--- src/rtl/cmd_reg_slave.sv ---
`timescale 1ns/1ps
module cmd_reg_slave #(
  parameter int AW = 6,
  parameter int BUSY_CYC = 3,
  parameter logic [2:0] SEL_CMD = 3'b100
) (
  input  logic       clk,
  input  logic       rst_n,
  input  logic [2:0] sel,
  input  logic       wr_stb,
  input  logic       rd_stb,
  input  logic [7:0] din,
  input  logic [5:0] irq_src,
  output logic [7:0] dout,
  output logic       ready,
  output logic       int_n
);
  localparam int NREG = 1 << AW;
  localparam int CW = $clog2(BUSY_CYC + 1);
  localparam logic [CW-1:0] BUSY_LD = CW'(BUSY_CYC);

  logic [7:0]    mem [NREG];
  logic [CW-1:0] cnt;
  logic [AW-1:0] addr;
  logic [3:0]    hi;
  logic          have_addr, half, rd_wait, rd_valid;
  logic [7:0]    rd_data;
  logic [5:0]    irq_lat;

  wire accept = wr_stb && (sel == SEL_CMD) && ready;
  wire rd_ack = rd_stb && (sel == SEL_CMD);

  assign ready = (cnt == '0);
  assign dout  = rd_valid ? rd_data : {2'b00, irq_lat};
  assign int_n = (rd_wait || rd_valid) ? !rd_valid : !(|irq_lat);

  always_ff @(posedge clk or negedge rst_n) begin
    if (!rst_n) begin
      cnt       <= '0;
      addr      <= '0;
      hi        <= '0;
      have_addr <= 1'b0;
      half      <= 1'b0;
      rd_wait   <= 1'b0;
      rd_valid  <= 1'b0;
      rd_data   <= '0;
      irq_lat   <= '0;
      for (int i = 0; i < NREG; i++) mem[i] <= '0;
    end else begin
      if (accept) cnt <= BUSY_LD;
      else if (cnt != '0) cnt <= cnt - 1'b1;

      if (accept && din[7]) begin
        addr      <= din[AW-1:0];
        half      <= 1'b0;
        have_addr <= !din[6];
        rd_wait   <= din[6];
      end else if (accept && have_addr) begin
        if (!half) begin
          hi   <= din[3:0];
          half <= 1'b1;
        end else begin
          mem[addr] <= {hi, din[3:0]};
          half      <= 1'b0;
        end
      end else if (rd_wait && cnt == CW'(1)) begin
        rd_wait <= 1'b0;
        rd_data <= mem[addr];
      end

      if (accept && din[7]) rd_valid <= 1'b0;
      else if (rd_wait && cnt == CW'(1)) rd_valid <= 1'b1;
      else if (rd_ack) rd_valid <= 1'b0;

      if (rd_ack && !rd_valid && !rd_wait) irq_lat <= '0;
      else irq_lat <= irq_lat | irq_src;
    end
  end

  assert_busy_after_accept_R5: assert property (@(posedge clk) disable iff (!rst_n)
    accept |=> !ready);
  assert_ready_fall_cause_R5: assert property (@(posedge clk) disable iff (!rst_n)
    $fell(ready) |-> $past(accept));
  assert_resp_with_ready_R6: assert property (@(posedge clk) disable iff (!rst_n)
    $rose(rd_valid) |-> (ready && !int_n));
  assert_line_reserved_R7: assert property (@(posedge clk) disable iff (!rst_n)
    rd_wait |-> int_n);
  assert_orphan_nibble_R9: assert property (@(posedge clk) disable iff (!rst_n)
    (accept && !din[7] && !have_addr) |=> !half);
  assert_discard_half_R10: assert property (@(posedge clk) disable iff (!rst_n)
    (accept && din[7]) |=> !half);
endmodule

--- config.mk ---
export PLATFORM = sky130hd
export DESIGN_NAME = cmd_reg_slave
export DESIGN_NICKNAME = d
export VERILOG_FILES = /design/src/rtl/cmd_reg_slave.sv
export SDC_FILE = /design/constraint.sdc
export NUM_CORES = 1
export LEC_CHECK = 0
export BUFFER_PORTS_ARGS = -buffer_cell sky130_fd_sc_hd__buf_2
export CAP_MARGIN = 20
export CORE_UTILIZATION = 57
export CTS_CLUSTER_DIAMETER = 200
export DETAILED_ROUTE_END_ITERATION = 7
export HOLD_SLACK_MARGIN = 0.05
export PLACE_DENSITY_LB_ADDON = 0.08
export SYNTH_ARGS = -nofsm -noshare
export SYNTH_HDL_FRONTEND = slang
export SYNTH_SLANG_ARGS = --single-unit
--- constraint.sdc ---
create_clock -name clk -period 2.35 [get_ports clk]
set_input_delay 0.3525 -clock clk [delete_from_list [all_inputs] [get_ports clk]]
set_output_delay 0.3525 -clock clk [all_outputs]
set_load 0.03 [all_outputs]
==> summary.txt, run 1 <==
Timing
  – Worst-margin pin slew: 884 ps
  – Final setup fails: 1
  – Layout Skew: 26.1 ps
  – Final Cycle Share: 1.01
  – Final min period: 2360 ps
  – Worst setup margin: -14.0 ps
  – Setup TNS: -14.0 ps
  – Rel. slew slack: 0.410
  – RSZ-0062 raised after global routing: true
  – Final hold viol count: 0
  – Achievable frequency: 423 MHz
  – Max-slew violations: 0

Final layout
  – Nets: 2038
  – Ant diodes: 0
  – Area Growth Syn to Fin: 26.6%
  – Fill count: 2815
  – Fraction of layout cells with a size suffix above 1: 0.565
  – Reg area: 13600 sq um
  – Non-filler cells in the finished layout: 2647
  – Area occupied by multi-input gates: 11500 sq um
  – Final Util: 0.732

Worst hold path
  – Hold WC Path Type: in -> reg
  – Hold Path Cell Cnt: 4

Global route
  – Largest net degree at the start of global routing: 82
  – Most used routing layer: met2
  – Met1 usage: 0.477
  – Gr ovfl total: 0
  – Met2 usage: 0.537
  – Vias in the first global route: 17515
  – Total Routing Usage GR: 0.341
  – Initial antenna violation count: 0
  – Met3 GRT Util: 0.0515
  – Global-route wire length before repair: 112 mm

Die
  – Starting Density: 0.578
  – I/O pin count: 31
  – Core area: 43200 sq um
  – Die ar.: 44600 sq um
  – Height of the die: 211 microns
  – Row count: 76
  – Die width: 211 microns

CTS
  – Clk Latency, worst-skew pair: 630 ps
  – Clock sink count: 542
  – Root buffer cell: clkbuf_16
  – CTS Buffer Depth: 3
  – Worst-path clk slew: 70 ps
  – CTS tree: yes
  – TritonCTS Buffers: 56
  – H-Tree Level Count: 2

Logic synthesis
  – Commonest cells post-synth: mux2_2, dfrtp_1, clkbuf_1, mux2i_1
  – Synth cell types: 56
  – Post-synthesis cell count: 1755
  – Most common cell in the netlist: mux2_2
  – Ys async rst share: 1.00
  – Seq/Total Area, Yosys: 0.543
  – Count of state elements after synthesis: 542
  – Area share of the largest cell type after synthesis: 0.543
  – Cell Area, Synth: 25000 sq um
  – Yosys warnings: 0
  – Number of synthesized flops with an enable pin: 0
  – Syn Area/Cell: 14.2 sq um
  – Synth top area cells: dfrtp_1, mux2_2, mux4_2, mux2i_1, a221oi_1
  – Syn_nets: 1778
  – Synth Flop Type: dfrtp_1
  – Synth area leader: dfrtp_1

Outcome
  – Run status: finished, violations left
  – Failing checks: setup timing

Route
  – DRC marker count from the first detailed-route iteration: 1395
  – Post-route ant nets: 0
  – Remaining DRCs: 0
  – Drt total wl: 73.9 mm
  – DR vias: 16713
  – Drt pass-1 iters: 5
  – WL/cell: 27.9 microns
  – Vias/cell: 6.31

Power
  – Power Dens Cells: 898 nW/um^2
  – Peak supply drop: 0.734 mV
  – Cell leakage power: 15.1 nW
  – Overall power: 28.4 mW

Worst setup path
  – Worst EP arrival: 2930 ps
  – Critical path, cell by cell: buf_4, buf_4, nor2_2, buf_4, buf_4, buf_4, a221oi_1, or3_1, nand4_1, nor4_2, a21oi_1
  – Crit path max-delay family: simple AND/OR/NAND/NOR gates
  – Slowest Stage Delay on Critical Path: 500 ps
  – Most used cell, CP: buf_4
  – Worst Path Required: 2910 ps
  – WP buf/inv: 5
  – CP Launch Type: flop
  – Reg2reg path depth: 11
  – CP Class: reg -> reg
  – CP endpoint kind: flop
  – CP Max Fanout: 5
  – Total stage count of the critical path: 11
  – Slowest cell on the critical path: dfrtp_4

Placed design
  – DP Worst Slack: -377 ps
  – Port bufs: 30
  – Post-placement cell count: 2507
  – Hpwl dp: 49.3 mm
  – Routability cong.: 0.919

Run
  – # Max-Cap Violations: 0
-- worst reg2reg max path, delay by kind of cell, from the launching register on --
kind / cells / cell delay (ps)
simple gates: 4 / 830
buf+inv: 5 / 770
flops: 1 / 500
compound gates: 2 / 200
-- state kept, by name (all words and copies together), names as in the netlist, 2 cells and up --
name,cells
mem,512
rd_data,8
addr,6
irq_lat,6
hi,4
cnt,2
-- cells in the final DEF (no fill, tap or decap), drive strengths merged, types with 9 or more instances in the layout --
cell type and instances:
a22oi 30, o22ai 15, a31oi 9, nor2 88
dfrtp 542, a22o 9, mux4 48, clkinv 10
dlygate4sd3 11, mux2 557, clkbuf 89, mux2i 80
buf 322, nand2 34, o21ai 36, a21oi 16
a221oi 48
-- what timing repair did --
item / CTS / global route
cloned: 0 / 2
resized for setup: 52 / 70
pin swaps: 13 / 14
hold endpoints to repair: 74 / 0
buffers inserted: 13 / 9
hold buffers: 11 / 0
endpoints found under the setup margin: 237 / 391
-- area by class of cell --
cell class / count / area share
clock buffers: 87 / 0.0547
inverters: 6 / 0.000712
flip-flops and latches: 542 / 0.430
well taps: 585 / 0.0232
clock inverters: 18 / 0.00800
repair buffers: 335 / 0.120
multi-input cells: 1074 / 0.364
-- report_power, final --
part           internal, mW  leakage, nW  switching [mW]
clock                  5.70        0.977            3.75
combinational          3.89         6.56            5.22
sequential             9.50         7.52           0.313
total                  19.1         15.1            9.28
-- path summary, 6_finish.rpt --
path	from	to	slack, ps
worst min-delay path	wr_stb	cnt[1]$_DFFE_PN0P_	90
max in group asynchronous	rst_n	hi[3]$_DFFE_PN0P_	1200
min in group asynchronous	rst_n	mem[426]$_DFFE_PN0P_	250
worst max-delay path	addr[0]$_DFFE_PN0P_	rd_data[6]$_DFFE_PN0P_	-10
worst min register to register	mem[366]$_DFFE_PN0P_	mem[366]$_DFFE_PN0P_	500
worst max register to register	addr[0]$_DFFE_PN0P_	rd_data[6]$_DFFE_PN0P_	-10
-- kinds of logic (layout without fill, tap and decap cells) --
logic type / count (synthesis) / in the layout / share of synthesized area
muxes: 685 / 685 / 0.327
DFF: 542 / 542 / 0.543
AOI/OAI and AO/OA: 205 / 205 / 0.0601
and+or+nand+nor: 182 / 182 / 0.0467
buffers and inverters: 139 / 446 / 0.0225
adders and majority gates: 2 / 2 / 0.00100
-- metal layers --
layer,up-vias,wire length (microns)
met4,0,2800
met5,-,0
met2,587,35100
met3,172,4450
met1,8870,31600
li1,7084,-
-- through the flow --
stage / cell area, sq um / hold WS [ps]
finish: 31600 / 87.1
global route: 31600 / 123
CTS: 31200 / 64.3
detailed placement: 28700 / 297
global placement: 28700 / 299
floorplan: 25200 / 56.9
Note: power is estimated with default switching activity, not from simulation.
==> run 2: changes to the inputs <==
--- a/config.mk
+++ b/config.mk
@@ -5,11 +5,11 @@
 export SDC_FILE = /design/constraint.sdc
 export NUM_CORES = 1
 export LEC_CHECK = 0
-export BUFFER_PORTS_ARGS = -buffer_cell sky130_fd_sc_hd__buf_2
 export CAP_MARGIN = 20
-export CORE_UTILIZATION = 57
+export CORE_UTILIZATION = 58
 export CTS_CLUSTER_DIAMETER = 200
 export DETAILED_ROUTE_END_ITERATION = 7
+export DONT_BUFFER_PORTS = 1
 export HOLD_SLACK_MARGIN = 0.05
 export PLACE_DENSITY_LB_ADDON = 0.08
 export SYNTH_ARGS = -nofsm -noshare
==> run 2 against run 1 <==
  * The run ends with hold timing, setup timing left
  * Critical path type unchanged
  * Largest cell class unchanged
  * Utilization fell by 0.39 points
  * Via count fell by 1.9%
  * Clock skew fell by 7.2 ps
  * Cell area fell by 2.7%
  * Cell count fell by 4.3%
  * Hold slack got worse by 650 ps
  * Critical endpoint is now rd_data[7]$_DFFE_PN0P_
  * Power fell by 3.7%
==> summary.txt, run 2 (synthesis gave the netlist of run 1 again) <==
Worst setup path
  – Worst Path Required: 2890 ps
  – Slowest Stage Delay on Critical Path: 520 ps
  – Critical path, cell by cell: buf_12, nor2_1, buf_4, a221oi_1, or2_2, a31oi_1, nor4_2, a21oi_1
  – CP Max Fanout: 15
  – Crit path max-delay family: simple AND/OR/NAND/NOR gates
  – R2R Path Start: addr[1]$_DFFE_PN0P_
  – CP Class: reg -> reg
  – CP endpoint kind: flop
  – WP buf/inv: 2
  – Worst setup path startpoint: addr[1]$_DFFE_PN0P_
  – Slowest cell on the critical path: dfrtp_4
  – CP Launch Type: flop
  – Worst EP arrival: 2910 ps

Route
  – Post-route ant nets: 0
  – Remaining DRCs: 0
  – Drt total wl: 71.3 mm
  – DRC marker count from the first detailed-route iteration: 1615
  – Drt pass-1 iters: 5
  – DR vias: 16403
  – Vias/cell: 6.48
  – WL/cell: 28.2 microns

Die
  – Height of the die: 209 microns
  – Starting Density: 0.591
  – Core area: 42200 sq um
  – I/O pin count: 31
  – Die ar.: 43900 sq um
  – Row count: 75
  – Die width: 209 microns

Final layout
  – Nets: 1974
  – Largest register by flop count: mem
  – Commonest non-fill, non-tap cells in the layout: dfrtp_1, mux2_2, buf_4, mux2i_1, buf_12
  – Non-filler cells in the finished layout: 2532
  – Ant diodes: 0
  – Area Growth Syn to Fin: 23.2%
  – Final Util: 0.728
  – Fraction of layout cells with a size suffix above 1: 0.552
  – Most common cell after layout, fill and taps aside: dfrtp_1
  – Biggest regs: mem x512, rd_data x8
  – Number of flip-flops in the largest register: 512

Timing
  – Layout Skew: 18.9 ps
  – Worst-margin pin slew: 1150 ps
  – RSZ-0062 raised after global routing: true
  – Achievable frequency: 422 MHz
  – Final hold viol count: 542
  – Setup TNS: -31.9 ps
  – WHS: -560 ps
  – Rel. slew slack: 0.235
  – Max-slew violations: 0
  – Final Cycle Share: 1.01
  – Final min period: 2370 ps
  – Worst setup margin: -20.9 ps
  – Final setup fails: 3

Power
  – Power Dens Cells: 889 nW/um^2
  – Peak supply drop: 0.655 mV
  – Cell leakage power: 14.6 nW

CTS
  – CTS tree: yes
  – Root buffer cell: clkbuf_16
  – Clk Latency, worst-skew pair: 610 ps
  – CTS Buffer Depth: 3
  – H-Tree Level Count: 2
  – TritonCTS Buffers: 56
  – Worst-path clk slew: 60 ps
  – Clock sink count: 542
  – Post-CTS Hold Buffers: 16

Global route
  – Largest net degree at the start of global routing: 543
  – Global-route wire length before repair: 109 mm
  – Vias in the first global route: 16875
  – Total Routing Usage GR: 0.334
  – Initial antenna violation count: 1
  – Gr ovfl total: 0

Worst hold path
  – Hold WC Path Type: in -> async

Placed design
  – DP Worst Slack: -342 ps
  – Hpwl dp: 45.5 mm
  – Post-placement cell count: 2395
  – Routability cong.: 0.907
  – Port bufs: 0

Run
  – # Max-Cap Violations: 0

Outcome
  – Run status: finished, violations left
  – Failing checks: hold timing, setup timing
==> run 2: cell count changes in the layout (fill, tap and decap cells not counted), moves of 4 or more <==
cell / previous run / this run
buf_12: 93 / 73
buf_16: 1 / 5
buf_2: 29 / 0
buf_4: 174 / 170
buf_6: 23 / 7
clkbuf_8: 19 / 13
clkinv_2: 8 / 12
nor2_2: 22 / 34
nor2_4: 48 / 33
==> run 2: worst paths after layout <==
kind | to | slack, ps | cells past startpoint
setup / recovery | rd_data[7]$_DFFE_PN0P_ | -20 | 8
hold / removal | mem[438]$_DFFE_PN0P_ | -560 | 0
setup reg to reg | rd_data[7]$_DFFE_PN0P_ | -20 | 8
hold reg to reg | mem[69]$_DFFE_PN0P_ | 500 | 1
max in group asynchronous | addr[1]$_DFFE_PN0P_ | 1930 | 0
min in group clk | half$_DFFE_PN0P_ | 110 | 2
==> run 2: area by class of cell <==
class / instances / area [sq um]
Tap cell: 539 / 674
Clock inverter: 17 / 188
Clock buffer: 83 / 1650
Sequential cell: 542 / 13600
Timing Repair Buffer: 271 / 3130
Fill cell: 2778 / 11500
Inverter: 6 / 22.5
Multi-Input combinational cell: 1074 / 11500
==> run 2: metrics by stage <==
stage | instance area (sq um) | total power [mW]
floorplan | 25200 | 13.6
global placement | 27900 | 17.2
detailed placement | 27900 | 17.2
CTS | 30300 | 26.7
global route | 30800 | 28.0
finish | 30800 | 27.3
==> run 2: timing repair <==
action                                 CTS  global route
pin swaps                               13            19
endpoints found under the hold margin  820           542
cloned                                   1             0
buffers inserted                         9            12
gates resized for setup                 50            68
setup endpoints to repair              280            71
==> run 2: layer usage <==
metal	share of wire	global-route usage	wire length (microns)
met5	0	0	0
met2	0.47	0.521	33900
met1	0.44	0.486	31000
met4	0.031	0.117	2200
met3	0.059	0.0441	4220
==> run 2: power by group <==
group          leakage (nW)  internal [mW]  switching, mW  total (mW)
Combinational          6.20           3.65           4.84        8.49
Sequential             7.52           9.50          0.407        9.91
Clock                 0.915           5.27           3.66        8.93
Total                  14.6           18.4           8.91        27.3
